==> src/rtl/serRegsPkg.sv <==
package serRegsPkg;
  typedef struct packed {
    logic loadRx;
    logic clearRx;
    logic loadTx;
    logic releaseTx;
  } ctlStrobes_t;
endpackage

==> src/rtl/serRegsCtrl.sv <==
module serRegsCtrl
  import serRegsPkg::*;
(
  input  logic        clk,
  input  logic        rstN,
  input  logic        busSel,
  input  logic        busWr,
  input  logic        txEnable,
  input  logic        rxIntEn,
  input  logic        txIntEn,
  input  logic        rxByteValid,
  input  logic        rxParityErr,
  input  logic        rxFrameErr,
  input  logic        txAck,
  output ctlStrobes_t strb,
  output logic        rxFull,
  output logic        rxErr,
  output logic        txEmpty,
  output logic        rxIrq,
  output logic        txIrq,
  output logic        ovrPulse
);
  logic rdStb;
  logic wrStb;
  logic overrun;

  assign rdStb   = busSel & ~busWr;
  assign wrStb   = busSel & busWr & txEnable;
  // a read in the same cycle frees the buffer, so arrival is not an overrun
  assign overrun = rxByteValid & rxFull & ~rdStb;

  always_comb begin
    strb           = '0;
    strb.loadRx    = rxByteValid & ~overrun;
    strb.clearRx   = rdStb;
    strb.loadTx    = wrStb;
    strb.releaseTx = txAck & ~txEmpty;
  end

  always_ff @(posedge clk) begin
    if (!rstN) begin
      rxFull   <= 1'b0;
      rxErr    <= 1'b0;
      txEmpty  <= 1'b1;
      ovrPulse <= 1'b0;
    end else begin
      ovrPulse <= overrun;
      if (strb.loadRx) begin
        rxFull <= 1'b1;
        rxErr  <= rxParityErr | rxFrameErr;
      end else if (overrun) begin
        rxErr  <= 1'b1;
      end else if (strb.clearRx) begin
        rxFull <= 1'b0;
        rxErr  <= 1'b0;
      end
      if (strb.loadTx)         txEmpty <= 1'b0;
      else if (strb.releaseTx) txEmpty <= 1'b1;
    end
  end

  assign rxIrq = rxFull & rxIntEn;
  assign txIrq = txEmpty & txIntEn;

  AST_RX_SET: assert property (@(posedge clk) disable iff (!rstN)
    (rxByteValid && !rxFull) |=> rxFull);
  AST_RX_CLEAR: assert property (@(posedge clk) disable iff (!rstN)
    (busSel && !busWr && !rxByteValid) |=> !rxFull);
  AST_OVR_CAUSE: assert property (@(posedge clk) disable iff (!rstN)
    $rose(ovrPulse) |-> ($past(rxFull) && $past(rxByteValid)));
  AST_OVR_MARKS: assert property (@(posedge clk) disable iff (!rstN)
    ovrPulse |-> rxErr);
  AST_TX_LOAD: assert property (@(posedge clk) disable iff (!rstN)
    (busSel && busWr && txEnable) |=> !txEmpty);
  AST_TX_RELEASE: assert property (@(posedge clk) disable iff (!rstN)
    (txAck && !txEmpty && !(busSel && busWr && txEnable)) |=> txEmpty);
  AST_TX_IGNORE: assert property (@(posedge clk) disable iff (!rstN)
    (busSel && busWr && !txEnable && !txAck) |=> $stable(txEmpty));
  AST_SAME_CYCLE: assert property (@(posedge clk) disable iff (!rstN)
    (busSel && !busWr && rxByteValid) |=> (rxFull && !ovrPulse));
endmodule

==> src/rtl/serRegsData.sv <==
module serRegsData
  import serRegsPkg::*;
#(
  parameter int DATA_W = 8
) (
  input  logic              clk,
  input  logic              rstN,
  input  ctlStrobes_t       strb,
  input  logic              sevenBit,
  input  logic              rxErr,
  input  logic [DATA_W-1:0] rxByte,
  input  logic [DATA_W-1:0] busWdata,
  output logic [DATA_W-1:0] busRdata,
  output logic [DATA_W-1:0] txByte
);
  localparam int MSB = DATA_W - 1;

  logic [DATA_W-1:0] rxBuf;
  logic [DATA_W-1:0] txBuf;
  logic [DATA_W-1:0] topMask;

  // in reduced mode the top bit carries nothing and is stored as zero
  always_comb begin
    topMask      = '1;
    topMask[MSB] = ~sevenBit;
  end

  always_ff @(posedge clk) begin
    if (!rstN) begin
      rxBuf <= '0;
      txBuf <= '0;
    end else begin
      if (strb.loadRx) rxBuf <= rxByte & topMask;
      if (strb.loadTx) txBuf <= busWdata & topMask;
    end
  end

  assign busRdata = rxErr ? '0 : rxBuf;
  assign txByte   = txBuf;

  AST_TX_MASK: assert property (@(posedge clk) disable iff (!rstN)
    (strb.loadTx && sevenBit) |=> !txBuf[MSB]);
  AST_RX_MASK: assert property (@(posedge clk) disable iff (!rstN)
    (strb.loadRx && sevenBit) |=> !rxBuf[MSB]);
  AST_TX_HOLD: assert property (@(posedge clk) disable iff (!rstN)
    !strb.loadTx |=> $stable(txByte));
endmodule

==> src/rtl/serDataRegs.sv <==
module serDataRegs
  import serRegsPkg::*;
#(
  parameter int DATA_W = 8
) (
  input  logic              clk,
  input  logic              rstN,
  input  logic              busSel,
  input  logic              busWr,
  input  logic [DATA_W-1:0] busWdata,
  output logic [DATA_W-1:0] busRdata,
  input  logic              sevenBit,
  input  logic              txEnable,
  input  logic              rxIntEn,
  input  logic              txIntEn,
  input  logic              rxByteValid,
  input  logic [DATA_W-1:0] rxByte,
  input  logic              rxParityErr,
  input  logic              rxFrameErr,
  input  logic              txAck,
  output logic              txReq,
  output logic [DATA_W-1:0] txByte,
  output logic              rxFull,
  output logic              rxErr,
  output logic              txEmpty,
  output logic              rxIrq,
  output logic              txIrq,
  output logic              ovrPulse
);
  ctlStrobes_t strb;

  serRegsCtrl u_ctrl (
    .clk(clk), .rstN(rstN), .busSel(busSel), .busWr(busWr),
    .txEnable(txEnable), .rxIntEn(rxIntEn), .txIntEn(txIntEn),
    .rxByteValid(rxByteValid), .rxParityErr(rxParityErr),
    .rxFrameErr(rxFrameErr), .txAck(txAck), .strb(strb),
    .rxFull(rxFull), .rxErr(rxErr), .txEmpty(txEmpty),
    .rxIrq(rxIrq), .txIrq(txIrq), .ovrPulse(ovrPulse)
  );

  serRegsData #(.DATA_W(DATA_W)) u_data (
    .clk(clk), .rstN(rstN), .strb(strb), .sevenBit(sevenBit),
    .rxErr(rxErr), .rxByte(rxByte), .busWdata(busWdata),
    .busRdata(busRdata), .txByte(txByte)
  );

  assign txReq = ~txEmpty;
endmodule

==> config.mk <==
export PLATFORM = sky130hd
export DESIGN_NAME = serDataRegs
export DESIGN_NICKNAME = d
export VERILOG_FILES = /design/src/rtl/serRegsPkg.sv /design/src/rtl/serRegsCtrl.sv /design/src/rtl/serRegsData.sv /design/src/rtl/serDataRegs.sv
export SDC_FILE = /design/constraint.sdc
export NUM_CORES = 1
export LEC_CHECK = 0
export ABC_AREA = 1
export BUFFER_PORTS_ARGS = -buffer_cell sky130_fd_sc_hd__buf_2
export CAP_MARGIN = 10
export CORE_MARGIN = 2
export CORE_UTILIZATION = 46
export DETAILED_ROUTE_END_ITERATION = 12
export PLACE_DENSITY = 0.82
export SYNTH_ARGS = -nofsm -noshare
export SYNTH_HDL_FRONTEND = slang
export SYNTH_SLANG_ARGS = --single-unit
==> constraint.sdc <==
create_clock -name clk -period 1.25 [get_ports clk]
set_input_delay 0 -clock clk [delete_from_list [all_inputs] [get_ports clk]]
set_output_delay 0 -clock clk [all_outputs]
set_load 0.005 [all_outputs]
## Word level (Yosys, flattened, before mapping)

Index checks and enable logic that the tools add are counted.

| cells by class | value |
|---|---|
| eq/ne operators | 1 |
| muxes and demuxes | 8 |
| bitwise logic cells | 17 |
| reductions and logical operators | 4 |

Operators by type and width:

| kind | number |
|---|---|
| $and 8x8->8 | 2 |
| $and 1x1->1 | 9 |
| $mux 8 | 1 |
| $mux 1 | 7 |
| $not 1->1 | 5 |
| $reduce_bool 2->1 | 2 |
| $reduce_bool 3->1 | 1 |
| $ne 2x2->1 const B | 1 |
| $reduce_and 2->1 | 1 |
| $or 1x1->1 | 1 |

| word-level totals | value |
|---|---|
| bits in registers | 20 |
| input port bits | 28 |
| output and inout port bits | 23 |
| word-level logic and storage cells | 36 |

## Logic depth before layout (Yosys ltp)

| logic depth | value |
|---|---|
| depth in word-level cells | 8 |
| gate-level depth with buffers | 6 |
| mapped depth without buffers | 6 |

## By module

A second synthesis with hierarchy kept.

| unflattened totals | value |
|---|---|
| cell total of the unflattened synthesis | 119 |
| area, all modules | 824.5 um2 |

By module, submodules not included:

| module | instances | cells an instance | area each (um2) | seq. area each (um2) |
|---|---|---|---|---|
| serRegsData | 1 | 85 | 613.1 | 320.3 |
| serRegsCtrl | 1 | 33 | 207.7 | 80.1 |
| serDataRegs | 1 | 1 | 3.8 | 0.0 |

## Worst setup path before layout

OpenSTA, ideal clock, no wires.

| path | value |
|---|---|
| path kind | reg-to-reg |
| from | register u_ctrl.rxFull |
| to | register u_data.rxBuf[0] |
| library setup time | 113 ps |
| data arrival time | 791 ps |
| data required time | 1137 ps |
| setup slack | 346 ps |
| cell stages (with the launch flop) | 5 |
| path buffers | 1 |
| period minus slack after synthesis | 904 ps |
| cells stage by stage | dfxtp_1 nand2_4 buf_8 a21oi_2 nor2_1 |

| between the ends | value |
|---|---|
| cells in the longest elaborated chain, start to end | 4 |

RTL lines:

| item | line | text |
|---|---|---|
| start: declaration | serRegsCtrl.sv:16 | `output logic rxFull,` |
| start signal: assignment | serRegsCtrl.sv:42 | `rxFull <= 1'b0;` |
| start signal: assignment | serRegsCtrl.sv:49 | `rxFull <= 1'b1;` |
| start signal: assignment | serRegsCtrl.sv:54 | `rxFull <= 1'b0;` |
| $and 1x1->1 (2 in series) | serRegsCtrl.sv:30 | `assign overrun = rxByteValid & rxFull & ~rdStb;` |
| $not 1->1 | serRegsCtrl.sv:34 | `strb.loadRx = rxByteValid & ~overrun;` |
| $and 1x1->1 | serRegsCtrl.sv:34 |  |
| end signal: assignment | serRegsData.sv:33 | `if (strb.loadRx) rxBuf <= rxByte & topMask;` |
| end: declaration | serRegsData.sv:18 | `logic [DATA_W-1:0] rxBuf;` |

No other way between the ends.
A chain may end at the register's enable or synchronous reset.

## Worst setup path after layout

| path | value |
|---|---|
| from | input rstN |
| to | register u_data.txBuf[7], in the netlist u_data.txByte[7] |

RTL lines:

| item | line | text |
|---|---|---|
| start: declaration | serDataRegs.sv:7 | `input logic rstN,` |
| end signal: assignment | serRegsData.sv:34 | `if (strb.loadTx) txBuf <= busWdata & topMask;` |
| end: declaration | serRegsData.sv:19 | `logic [DATA_W-1:0] txBuf;` |

No word-level cell between the ends.

==> flow_summary.json <==
{
  "status": "complete, no violations",
  "syn-cell-area_um2": 932,
  "routed_wl_mm": 2.35,
  "numCtsBuffers": 3,
  "critPathLaunchType": "primary input",
  "die-area_mm2": 0.00240,
  "seq_power_share": 0.468,
  "whs_endpoint": "u_data.rxBuf[5]",
  "max-cap-violations": 0,
  "post_cts_buffers": 0,
  "reg2reg_to": "u_ctrl.rxErr",
  "layout-drive-gt1-share": 0.356,
  "syn_to_final_growth_pct": 45.0,
  "dr.pass1.iters": 4,
  "num_rows": 16,
  "ys_ff_latch": 20,
  "vias": 998,
  "tns_ns": 0,
  "r2r_start": "u_ctrl.rxErr",
  "max_stage_delay_ns": 0.53,
  "grt_max_degree": 19,
  "clk_pin_slew_worst_paths_ns": 0.12,
  "drc": 0,
  "die_h_um": 49.0,
  "p_int_w": 0.00113,
  "fill_cells": 165,
  "antenna_cells": 0,
  "core_area_mm2": 0.00194,
  "ir_drop_mv": 0.766,
  "cellLeakagePower_nw": 0.727,
  "ys_types": 18,
  "cp_max_fo": 11,
  "holdCritStartpoint": "rxByte[5]",
  "syn_inst": 133,
  "synth_seq_area_share": 0.430,
  "cts_sinks": 20,
  "relSlewSlack": 0.766,
  "pin_count": 51,
  "hold_class": "primary input to register",
  "cts_buffer_depth": 2,
  "end_kind": "register",
  "antenna_left": 0,
  "die-width_um": 49.0,
  "reg2reg_depth": 4,
  "switching_share": 0.248,
  "grt_pass1_vias": 991,
  "initialDrtViolationCount": 11,
  "critical_path_class": "primary input to register",
  "routed_via_density": 4.52,
  "regToRegSetupSlack_ns": 0.34,
  "hold_viol_final": 0,
  "grt-ovfl-total": 0,
  "period_minus_slack_ns": 1.09,
  "cellPowerDensity_mw_per_mm2": 1110,
  "htreeDepth": 1,
  "antenna_found_initial": 0,
  "io_buffers": 50,
  "whs_path_depth": 5,
  "setup_viol": 0,
  "wire_per_inst_um": 10.7,
  "fmax_ghz": 0.919,
  "finalMaxSlewViolations": 0,
  "yosysWarnings": 0,
  "clkPwrFrac": 0.359,
  "mostFrequentLayoutCell": "buf_2",
  "fin_worst_skew_ns": 0.00999,
  "crit_required_ns": 1.48,
  "syn_nets": 161,
  "layout.nets": 223,
  "placed_cells": 206,
  "clk_latency_ns": 0.31,
  "fin_cells": 221,
  "grt_usage": 0.220,
  "cpMaxStageDelayCell": "dlygate4sd3_1",
  "avgSynthCellArea_um2": 7.01,
  "rsz0062_at_grt": "no",
  "cts_root_buffer": "clkbuf_4",
  "worst-slew-pin-transition_ns": 0.350,
  "start_util": 0.480,
  "grt_pass1_wl_mm": 4.11,
  "routabilityCongestion": 0.727,
  "arrival_ns": 1.31,
  "combinationalPowerShare": 0.173,
  "layout_common_cells": "buf_2, nand2_1, inv_1, nor2_1, dfxtp_1",
  "hpwl_mm": 1.63,
  "path_cells": "dlygate4sd3_1, buf_2, clkinv_1, a21oi_1",
  "cts_tree": "done",
  "power_switching_w": 0.000372,
  "fin_crit_sh": 0.870
}
[per-layer routing]
metal,vias to the layer above,part of all wire,track usage
met5,-,0,0
met4,0,0.015,0.0714
li1,525,-,-
met2,40,0.49,0.441
met1,428,0.43,0.222
met3,5,0.064,0.0429
[final cells by class]
type | count | area (um^2) | area share
clock buffers | 3 | 22.5 | 0.0167
multi-input cells | 85 | 409 | 0.303
clock inverters | 1 | 30.0 | 0.0222
well taps | 27 | 33.8 | 0.0250
repair buffers | 62 | 368 | 0.272
inverters | 23 | 86.3 | 0.0639
flip-flops and latches | 20 | 402 | 0.297
[synth_stat cells (all sizes together)]
master | number | area (um^2)
nor2 | 20 | 82.6
a21oi | 18 | 120
nand2 | 35 | 141
o21ai | 1 | 5.00
clkbuf | 1 | 3.75
inv | 22 | 82.6
clkinv | 1 | 3.75
nor3 | 1 | 10.0
dfxtp | 20 | 400
buf | 4 | 32.5
nand3 | 10 | 50.1
[critical path: cells and delay by family]
kind | cells | cell delay [ns]
compound gates | 1 | 0.26
buf+inv | 3 | 1.06
[power groups by stage]
stage	Clock (W)	Combinational, W	Sequential, W
finish	0.000538	0.000260	0.000702
global route	0.000569	0.000295	0.000708
CTS	0.000541	0.000262	0.000702
detailed placement	0	0.000233	0.000717
global placement	0	0.000221	0.000714
floorplan	0	0.000145	0.000709
[sequential cells by signal, indices dropped and copies added, names as in the netlist]
| register | count |
|---|---|
| u_ctrl.ovrPulse | 1 |
| u_ctrl.rxFull | 1 |
| u_ctrl.txEmpty | 1 |
| u_data.rxBuf | 8 |
| u_ctrl.rxErr | 1 |
| u_data.txByte | 8 |
[through the flow]
step	power (W)	area, um^2	hold slack [ns]	setup slack (ns)	utilization
after floorplan	0.000854	932	0.0798	0.346	-
after global placement	0.000935	1190	0.214	0.398	0.611
after detailed placement	0.000950	1190	0.220	0.339	0.611
after CTS	0.00151	1360	0.00395	0.0454	0.700
after global routing	0.00157	1350	0.0328	0.0725	0.696
final	0.00150	1350	0.000936	0.162	0.696
[how the worst max path moves through the flow]
stage,slack [ns],from,cells after the start,endpoint
global route,0.07,u_ctrl.rxErr,2,busRdata[7]
finish,0.16,rstN,4,u_data.txByte[7]
CTS,0.05,u_ctrl.txEmpty,3,u_ctrl.txEmpty
detailed placement,0.34,u_ctrl.rxFull,3,u_data.rxBuf[0]
global placement,0.40,u_ctrl.rxErr,4,u_ctrl.rxErr
floorplan,0.35,u_ctrl.rxFull,4,u_data.rxBuf[0]
[cell families (layout without fill, tap and decap cells)]
kind of cell	count (synthesis)	after routing	share of synthesized area
AOI/OAI and AO/OA	19	19	0.134
and+or+nand+nor	66	66	0.305
DFF	20	20	0.430
buffers and inverters	28	89	0.132
[repair_timing]
item / CTS / global route
gates resized for setup: 0 / 2
hold buffers: 12 / 0
endpoints found under the hold margin: 13 / 0
setup endpoints to repair: 0 / 1
Note: power is estimated with default switching activity, not from simulation.
